===== src/rtl/crt_pkg.sv =====
package crt_pkg;

    typedef enum logic [1:0] {
        ST_STOP  = 2'd0,
        ST_ARMED = 2'd1,
        ST_RUN   = 2'd2
    } run_state_e;

    typedef enum logic [1:0] {
        SRC_PRESCALE = 2'b00,
        SRC_INSTR    = 2'b01,
        SRC_PIN      = 2'b10,
        SRC_CASCADE  = 2'b11
    } src_sel_e;

    // control register image, bit 0 at the bottom
    typedef struct packed {
        logic     ps_en;
        logic     both_edges;
        logic     rise_pol;
        logic     wait_start;
        logic     run;
        src_sel_e src;
    } ctrl_t;

    localparam int CTRL_W = $bits(ctrl_t);

    localparam logic [1:0] WR_CTRL     = 2'd0;
    localparam logic [1:0] WR_RELOAD   = 2'd1;
    localparam logic [1:0] WR_PSRELOAD = 2'd2;

endpackage


===== src/rtl/crt_sync_edge.sv =====
module crt_sync_edge #(
    parameter int STAGES = 2
) (
    input  logic clk,
    input  logic rst_n,
    input  logic pin_async,
    input  logic rise_en,
    input  logic fall_en,
    output logic edge_hit
);
    localparam int CHAIN = STAGES + 1;

    logic [CHAIN-1:0] chain_q;
    logic             level;
    logic             prev;

    always_ff @(posedge clk or negedge rst_n) begin
        if (!rst_n) begin
            chain_q <= '0;
        end else begin
            chain_q <= {chain_q[CHAIN-2:0], pin_async};
        end
    end

    always_comb begin
        level    = chain_q[STAGES-1];
        prev     = chain_q[STAGES];
        edge_hit = (rise_en && level && !prev) || (fall_en && !level && prev);
    end

endmodule


===== src/rtl/crt_prescaler.sv =====
module crt_prescaler #(
    parameter int W = 8
) (
    input  logic         clk,
    input  logic         rst_n,
    input  logic         enable,
    input  logic         step,
    input  logic         load_wr,
    input  logic [W-1:0] load_val,
    output logic         tick
);
    logic [W-1:0] cnt_q;
    logic [W-1:0] reload_q;
    logic         tick_q;

    always_ff @(posedge clk or negedge rst_n) begin
        if (!rst_n) begin
            reload_q <= '0;
        end else if (load_wr) begin
            reload_q <= load_val;
        end
    end

    always_ff @(posedge clk or negedge rst_n) begin
        if (!rst_n) begin
            cnt_q  <= '0;
            tick_q <= 1'b0;
        end else begin
            tick_q <= 1'b0;
            if (enable && step) begin
                if (cnt_q == '0) begin
                    cnt_q  <= reload_q;
                    tick_q <= 1'b1;
                end else begin
                    cnt_q <= cnt_q - W'(1);
                end
            end else if (load_wr && !enable) begin
                cnt_q <= load_val;
            end
        end
    end

    assign tick = tick_q;


    ps_reload_chk: assert property (@(posedge clk) disable iff (!rst_n)
        tick_q |-> cnt_q == $past(reload_q));

endmodule


===== src/rtl/crt_src_mux.sv =====
module crt_src_mux import crt_pkg::*; (
    input  src_sel_e sel,
    input  logic     ps_tick,
    input  logic     instr_tick,
    input  logic     pin_rise,
    input  logic     cascade_in,
    output logic     tick
);
    always_comb begin
        unique case (sel)
            SRC_PRESCALE: tick = ps_tick;
            SRC_INSTR:    tick = instr_tick;
            SRC_PIN:      tick = pin_rise;
            SRC_CASCADE:  tick = cascade_in;
            default:      tick = 1'b0;
        endcase
    end

endmodule


===== src/rtl/crt_count_core.sv =====
module crt_count_core import crt_pkg::*; #(
    parameter int W = 8
) (
    input  logic         clk,
    input  logic         rst_n,
    input  logic         run,
    input  logic         wait_start,
    input  logic         trig_hit,
    input  logic         src_tick,
    input  logic         reload_wr,
    input  logic [W-1:0] reload_val,
    input  logic         flag_clr,
    output logic [W-1:0] count,
    output logic         underflow,
    output logic         irq_flag,
    output logic         counting
);
    run_state_e   state_q;
    run_state_e   state_d;
    logic [W-1:0] cnt_q;
    logic [W-1:0] reload_q;
    logic         uf_q;
    logic         flag_q;
    logic         step;
    logic         at_zero;
    logic         wrap;

    // state register
    always_ff @(posedge clk or negedge rst_n) begin
        if (!rst_n) begin
            state_q <= ST_STOP;
        end else begin
            state_q <= state_d;
        end
    end

    // transitions: start, arm, fire, halt
    always_comb begin
        state_d = state_q;
        unique case (state_q)
            ST_STOP: begin
                if (run) begin
                    state_d = wait_start ? ST_ARMED : ST_RUN;
                end
            end
            ST_ARMED: begin
                if (!run) begin
                    state_d = ST_STOP;
                end else if (trig_hit || !wait_start) begin
                    state_d = ST_RUN;
                end
            end
            ST_RUN: begin
                if (!run) begin
                    state_d = ST_STOP;
                end
            end
            default: state_d = ST_STOP;
        endcase
    end

    // state-derived outputs
    always_comb begin
        counting = (state_q == ST_RUN);
        step     = counting && src_tick;
        at_zero  = (cnt_q == '0);
        wrap     = step && at_zero;
    end

    always_ff @(posedge clk or negedge rst_n) begin
        if (!rst_n) begin
            reload_q <= '0;
        end else if (reload_wr) begin
            reload_q <= reload_val;
        end
    end

    always_ff @(posedge clk or negedge rst_n) begin
        if (!rst_n) begin
            cnt_q <= '0;
            uf_q  <= 1'b0;
        end else begin
            uf_q <= wrap;
            if (step) begin
                cnt_q <= at_zero ? reload_q : cnt_q - W'(1);
            end else if (reload_wr && state_q == ST_STOP) begin
                cnt_q <= reload_val;
            end
        end
    end

    always_ff @(posedge clk or negedge rst_n) begin
        if (!rst_n) begin
            flag_q <= 1'b0;
        end else if (wrap) begin
            flag_q <= 1'b1;
        end else if (flag_clr) begin
            flag_q <= 1'b0;
        end
    end

    assign count     = cnt_q;
    assign underflow = uf_q;
    assign irq_flag  = flag_q;


    dec_step_chk: assert property (@(posedge clk) disable iff (!rst_n)
        (step && !at_zero) |=> count == $past(count) - W'(1));


    reload_on_wrap_chk: assert property (@(posedge clk) disable iff (!rst_n)
        underflow |-> count == $past(reload_q));


    flag_on_wrap_chk: assert property (@(posedge clk) disable iff (!rst_n)
        underflow |-> irq_flag);


    hold_idle_chk: assert property (@(posedge clk) disable iff (!rst_n)
        (!counting && !reload_wr) |=> $stable(count));


    halt_chk: assert property (@(posedge clk) disable iff (!rst_n)
        !run |=> !counting);


    armed_hold_chk: assert property (@(posedge clk) disable iff (!rst_n)
        (state_q == ST_ARMED && run && wait_start && !trig_hit) |=> state_q == ST_ARMED);

endmodule


===== src/rtl/cascade_reload_timer.sv =====
module cascade_reload_timer import crt_pkg::*; #(
    parameter int CNT_W       = 8,
    parameter int PS_W        = 8,
    parameter int SYNC_STAGES = 2,
    localparam int WIDE_W     = (CNT_W > PS_W) ? CNT_W : PS_W,
    localparam int WR_W       = (WIDE_W > CTRL_W) ? WIDE_W : CTRL_W
) (
    input  logic             clk,
    input  logic             rst_n,
    input  logic             instr_tick,
    input  logic             count_pin,
    input  logic             trig_pin,
    input  logic             cascade_in,
    input  logic             wr_en,
    input  logic [1:0]       wr_sel,
    input  logic [WR_W-1:0]  wr_data,
    input  logic             flag_clr,
    output logic [CNT_W-1:0] count,
    output logic             underflow,
    output logic             irq_flag,
    output logic             counting
);
    ctrl_t ctrl_q;
    logic  ctrl_wr;
    logic  reload_wr;
    logic  ps_wr;
    logic  trig_rise_en;
    logic  trig_fall_en;
    logic  trig_hit;
    logic  pin_rise;
    logic  ps_tick;
    logic  src_tick;

    always_comb begin
        ctrl_wr      = wr_en && (wr_sel == WR_CTRL);
        reload_wr    = wr_en && (wr_sel == WR_RELOAD);
        ps_wr        = wr_en && (wr_sel == WR_PSRELOAD);
        trig_rise_en = ctrl_q.both_edges || ctrl_q.rise_pol;
        trig_fall_en = ctrl_q.both_edges || !ctrl_q.rise_pol;
    end

    always_ff @(posedge clk or negedge rst_n) begin
        if (!rst_n) begin
            ctrl_q <= '0;
        end else if (ctrl_wr) begin
            ctrl_q <= ctrl_t'(wr_data[CTRL_W-1:0]);
        end
    end

    crt_sync_edge #(.STAGES(SYNC_STAGES)) u_trig_sync (
        .clk      (clk),
        .rst_n    (rst_n),
        .pin_async(trig_pin),
        .rise_en  (trig_rise_en),
        .fall_en  (trig_fall_en),
        .edge_hit (trig_hit)
    );

    crt_sync_edge #(.STAGES(SYNC_STAGES)) u_pin_sync (
        .clk      (clk),
        .rst_n    (rst_n),
        .pin_async(count_pin),
        .rise_en  (1'b1),
        .fall_en  (1'b0),
        .edge_hit (pin_rise)
    );

    crt_prescaler #(.W(PS_W)) u_prescaler (
        .clk     (clk),
        .rst_n   (rst_n),
        .enable  (ctrl_q.ps_en),
        .step    (instr_tick),
        .load_wr (ps_wr),
        .load_val(wr_data[PS_W-1:0]),
        .tick    (ps_tick)
    );

    crt_src_mux u_src_mux (
        .sel       (ctrl_q.src),
        .ps_tick   (ps_tick),
        .instr_tick(instr_tick),
        .pin_rise  (pin_rise),
        .cascade_in(cascade_in),
        .tick      (src_tick)
    );

    crt_count_core #(.W(CNT_W)) u_core (
        .clk       (clk),
        .rst_n     (rst_n),
        .run       (ctrl_q.run),
        .wait_start(ctrl_q.wait_start),
        .trig_hit  (trig_hit),
        .src_tick  (src_tick),
        .reload_wr (reload_wr),
        .reload_val(wr_data[CNT_W-1:0]),
        .flag_clr  (flag_clr),
        .count     (count),
        .underflow (underflow),
        .irq_flag  (irq_flag),
        .counting  (counting)
    );

endmodule


===== config.mk =====
export PLATFORM = sky130hd
export DESIGN_NAME = cascade_reload_timer
export DESIGN_NICKNAME = d
export VERILOG_FILES = /design/src/rtl/crt_pkg.sv /design/src/rtl/crt_sync_edge.sv /design/src/rtl/crt_prescaler.sv /design/src/rtl/crt_src_mux.sv /design/src/rtl/crt_count_core.sv /design/src/rtl/cascade_reload_timer.sv
export SDC_FILE = /design/constraint.sdc
export NUM_CORES = 1
export LEC_CHECK = 0
export BUFFER_PORTS_ARGS = -buffer_cell sky130_fd_sc_hd__buf_2
export CAP_MARGIN = 40
export CORE_MARGIN = 1.5
export CORE_UTILIZATION = 50
export CTS_BUF_LIST = sky130_fd_sc_hd__clkbuf_2 sky130_fd_sc_hd__clkbuf_4 sky130_fd_sc_hd__clkbuf_8
export CTS_CLUSTER_SIZE = 10
export DETAILED_ROUTE_END_ITERATION = 8
export HOLD_SLACK_MARGIN = 0.02
export PLACE_DENSITY = 0.68
export SLEW_MARGIN = 15
export SYNTH_ARGS = -nofsm -noshare
export SYNTH_HDL_FRONTEND = slang
export SYNTH_SLANG_ARGS = --single-unit
export TNS_END_PERCENT = 100

===== constraint.sdc =====
create_clock -name clk -period 3.2 [get_ports clk]
set_input_delay 0.48 -clock clk [delete_from_list [all_inputs] [get_ports clk]]
set_output_delay 0.48 -clock clk [all_outputs]
set_load 0.02 [all_outputs]

-- Word-level counts from Yosys, hierarchy flattened
Index checks and enable logic that the tools add are counted.
- add/sub/neg operators: 2
- $mul: 0
- div/mod/pow operators: 0
- magnitude comparators: 0
- equality and inequality tests: 10
- shift-type cells: 0
- multiplexer cells: 17
- bitwise operators: 0
- reductions and logical operators: 32
- operators with widths (operator ; number):
    $mux W8 ; 6
    $logic_not A8 Y1 ; 2
    $sub A8 B1 Y8 const B ; 2
    $logic_and A1 B1 Y1 ; 13
    $mux W2 ; 5
    $eq A2 B2 Y1 const B ; 4
    $eq A2 B1 Y1 const B ; 3
    $logic_not A1 Y1 ; 6
    $logic_not A2 Y1 ; 3
    $pmux W2 S3 ; 1
    $reduce_bool A2 Y1 ; 3
    $logic_or A1 B1 Y1 ; 4
    $mux W1 ; 4
    $ne A2 B2 Y1 const B ; 2
    $pmux W1 S4 ; 1
    $ne A3 B2 Y1 const B ; 1
    $reduce_and A3 Y1 ; 1
- register bits after elaboration: 50
- bits in latches: 0
- RAM bits: 0
- memory bits (read-only): 0
- input port bits: 18
- output and inout bits: 11
- memories kept: 0

-- Depth between registers and ports, before layout
- word-level depth: 9
- gate-level depth with buffers: 7

-- Modules after synthesis
From an unflattened synthesis, not the netlist that was laid out.
- cell total of the unflattened synthesis: 232
- area total of the unflattened synthesis: 2595.0 um^2
- modules (own cells, without submodules) (module ; instances ; cells an instance ; area an instance (um^2)):
    crt_count_core ; 1 ; 104 ; 1129.8
    crt_prescaler ; 1 ; 93 ; 942.2
    cascade_reload_timer ; 1 ; 22 ; 310.3
    crt_sync_edge ; 2 ; 6 ; 95.1
    crt_src_mux ; 1 ; 1 ; 22.5

-- Worst setup path after synthesis
No wires, ideal clock.
- path kind: reg2reg
- start: register u_core.cnt_q[0] (netlist: u_core.count[0])
- end: register u_core.cnt_q[0] (netlist: u_core.count[0])
- setup time: 67 ps
- arrival: 1960 ps
- data required time: 3133 ps
- path slack: 1173 ps
- stages on the path, launching flop included: 8
- buffers on the path: 1
- path through: dfrtp_1 inv_1 ha_1 or3b_2 or2_1 buf_2 a211oi_1 a221o_1
- longest elaborated chain between the ends: 3
- elaborated cells between the ends (all ways): 4
- RTL lines (what ; RTL line ; source):
    start: declaration ; crt_count_core.sv:20 ; logic [W-1:0] cnt_q;
    start signal: assignment ; crt_count_core.sv:85 ; cnt_q <= at_zero ? reload_q : cnt_q - W'(1);
    start signal: assignment ; crt_count_core.sv:87 ; cnt_q <= reload_val;
    $sub A8 B1 Y8 / $logic_not A8 Y1 (equally long branches) ; crt_count_core.sv:85, crt_count_core.sv:66 ;
    $mux W8 (*) ; crt_count_core.sv:85 ;
    $mux W8 (*) ; crt_count_core.sv:84 ; if (step) begin
Every way passes the cells marked *; elsewhere a longest branch is shown, timed or not.
A chain may end at the register's enable or synchronous reset.

-- Worst setup path in the final report
- start: register u_core.cnt_q[0] (netlist: u_core.count[0])
- end: register u_core.cnt_q[1] (netlist: u_core.count[1])
The elaborated chain is that of the path after synthesis.

==> results.yml <==
sta:
  maxSlewHeadroom: 0.500
  hold_ws_ps: 158
  slew_viol_final: 0
  hold_viol_final: 0
  worst_pin_slew_ps: 750
  min_period_over_period: 0.664
  period_minus_slack_ps: 2120
  fmax_ghz: 0.471
  tns_ps: 0
  setup_violations: 0
  rsz0062_at_grt: "false"
  finClkSkew_ps: 7.40
clocking:
  clk_latency_ps: 300
  cts.clk_slew.worst_paths_ps: 90
  clock_sinks: 50
  cts_buffers: 5
  cts_setup_buffers: 0
  cts_hold_buf: 0
  cts_buffer_depth: 2
  cts_root_buf: "clkbuf_8"
  h-tree-depth: 2
  cts_tree: "built"
  cts_resized: 0
global_route:
  antenna_found_initial: 0
  grt_pass1_vias: 1682
  grt.overflow.total: 0
  grt_pass1_wl_um: 8580
  grt_max_degree: 28
  track_usage: 0.212
setup_path:
  cp-start-kind: "flip-flop"
  cp_cell_sequence: "inv_1, ha_1, or3b_2, or2_1, a211oi_1, a221o_1"
  cp.required_ps: 3440
  r2r-end: "u_core.count[1]"
  path_class: "reg2reg"
  arrival_ps: 2360
  cp-endpoint: "u_core.count[1]"
  end_kind: "flip-flop"
  cpPeakStageDelay_ps: 510
  slowest_stage: "or3b_2"
  timing.rr.start: "u_core.count[0]"
  reg2regPathDepth: 6
  r2r_slack_ps: 1080
  critPathMaxFanout: 8
  worstSetupStartpoint: "u_core.count[0]"
power_and_ir_drop:
  clockPowerShare: 0.208
  swShare: 0.355
  comb_power_share: 0.345
  power_frac_seq: 0.447
  internal-power_uw: 1390
  ir_worst_vdd_mv: 0.450
  p_per_area_mw_per_mm2: 772
  p_leak_uw: 0.00126
  p_sw_uw: 767
finish:
  final_nets: 269
  antenna_cells: 0
  drive_gt1_frac: 0.270
  layout_commonest_cell: "dfrtp_1"
  final_cell_mix: "dfrtp_1, buf_2, mux2_2, mux2i_1, nor2_1"
  fill_cells: 427
  area_growth_pct: 12.5
drt:
  drtAntennaViolNets: 0
  drc: 0
  wl_per_cell_um: 16.0
  drtIter0Drc: 118
  drt_pass1_iterations: 4
  drt-total-wl_um: 5030
  drt-vias-per-instance: 5.63
  num_vias: 1774
logic_synthesis:
  synth_edf_count: 0
  synth.cell_area_mm2: 0.00249
  ys_seq_elements: 50
  yosysUniqueCellTypes: 48
  ys.flop_type: "dfrtp_1"
  avgSynthCellArea_um2: 11.4
  synthCells: 218
  async_reset_ff_frac: 1.00
  ys_warn_count: 0
  ys_seq_area_frac: 0.503
  synthesis.nets: 240
die:
  start_util: 0.523
  io_pins: 29
  die-height_um: 73.5
  num_rows: 25
  die_w_um: 73.5
  die_area_mm2: 0.00540
  coreArea_mm2: 0.00475
job:
  drv_cap: 0
placement:
  port_buffers: 28
  hpwl_um: 3670
  place.gp.congestion: 0.817
min_path:
  hold_class: "in2async"
status:
  outcome: "complete, no violations"
## power groups by stage
stage,sequential (uW),combinational [uW],clock [uW]
2_1_floorplan,989,517,0
3_5_place_dp,975,745,0
5_1_grt,995,838,484
3_3_place_gp,967,734,0
4_1_cts,963,748,458
6_report,966,746,449
## per-layer routing
layer	part of all wire	wire length, um	global-route usage
met1	0.50	2520	0.321
met2	0.44	2240	0.312
met3	0.045	227	0.0453
met4	0.0083	42	0.0494
met5	0	0	0
## state kept, by name, summed over array words and instances, names as in the netlist
signal	cells
u_prescaler.cnt_q	8
ctrl_q	7
u_pin_sync.chain_q	3
u_trig_sync.chain_q	3
u_prescaler.tick	1
u_core.count	8
u_core.underflow	1
u_core.irq_flag	1
u_core.reload_q	8
u_prescaler.reload_q	8
u_core.state_q	2
## worst max-delay path, delay by kind of cell (launching register included)
kind | cells | cell delay [ps]
and+or+nand+nor | 2 | 870
DFF | 1 | 450
adders and majority gates | 1 | 200
AOI/OAI and AO/OA | 2 | 440
buffers and inverters | 1 | 110
## Yosys cell counts, types with 2 or more instances
| cell | n | area share |
|---|---|---|
| a211oi_1 | 6 | 0.018 |
| a21oi_1 | 4 | 0.0081 |
| a221o_1 | 2 | 0.0081 |
| a311oi_1 | 2 | 0.0070 |
| and2_1 | 4 | 0.010 |
| buf_2 | 3 | 0.0060 |
| clkbuf_1 | 3 | 0.0045 |
| dfrtp_1 | 50 | 0.50 |
| ha_1 | 4 | 0.020 |
| inv_1 | 9 | 0.014 |
| mux2_1 | 2 | 0.0091 |
| mux2_2 | 22 | 0.10 |
| mux2i_1 | 14 | 0.056 |
| nand2_1 | 10 | 0.015 |
| nand3_1 | 3 | 0.0060 |
| nand3b_1 | 3 | 0.0091 |
| nor2_1 | 11 | 0.017 |
| nor2b_1 | 4 | 0.010 |
| nor3_1 | 9 | 0.018 |
| nor3b_1 | 6 | 0.018 |
| o211ai_1 | 2 | 0.0060 |
| o21ai_0 | 8 | 0.016 |
| o21ai_1 | 3 | 0.0060 |
| o22ai_1 | 3 | 0.0075 |
| or3_1 | 3 | 0.0075 |
| or4_1 | 3 | 0.0091 |
| xor2_1 | 4 | 0.014 |
## area by class of cell
| type | count | area (um2) | share of cell area |
|---|---|---|---|
| repair buffers | 29 | 148 | 0.0528 |
| inverters | 9 | 33.8 | 0.0121 |
| clock inverters | 1 | 30.0 | 0.0107 |
| multi-input cells | 152 | 1170 | 0.417 |
| clock buffers | 7 | 83.8 | 0.0300 |
| flip-flops and latches | 50 | 1250 | 0.447 |
| well taps | 67 | 83.8 | 0.0300 |
## how the worst min path moves through the flow
stage	slack, ps	start	end	cells past startpoint
after global routing	190	rst_n	u_core.count[6]	1
after detailed placement	340	u_trig_sync.chain_q[0]	u_trig_sync.chain_q[1]	0
after floorplan	180	rst_n	ctrl_q[0]	0
after global placement	330	u_trig_sync.chain_q[0]	u_trig_sync.chain_q[1]	0
after CTS	170	rst_n	u_prescaler.cnt_q[3]	1
final	160	rst_n	u_pin_sync.chain_q[2]	1
## cells by family after synthesis
family | synth area share
DFF | 0.503
AOI/OAI and AO/OA | 0.113
buffers and inverters | 0.0272
muxes | 0.165
adders and majority gates | 0.0201
and+or+nand+nor | 0.153
xor gates and xnor gates | 0.0176
## per-stage QoR
step | cell area, um2 | worst slack [ps] | util | power (uW) | instances
after floorplan | 2490 | 1170 | - | 1510 | 218
after global placement | 2680 | 974 | 0.564 | 1700 | 307
after detailed placement | 2680 | 911 | 0.564 | 1720 | 307
after CTS | 2800 | 1080 | 0.588 | 2170 | 315
after global routing | 2800 | 963 | 0.588 | 2320 | 315
final | 2800 | 1080 | 0.588 | 2160 | 315
Power figures use the tool's default switching activity.
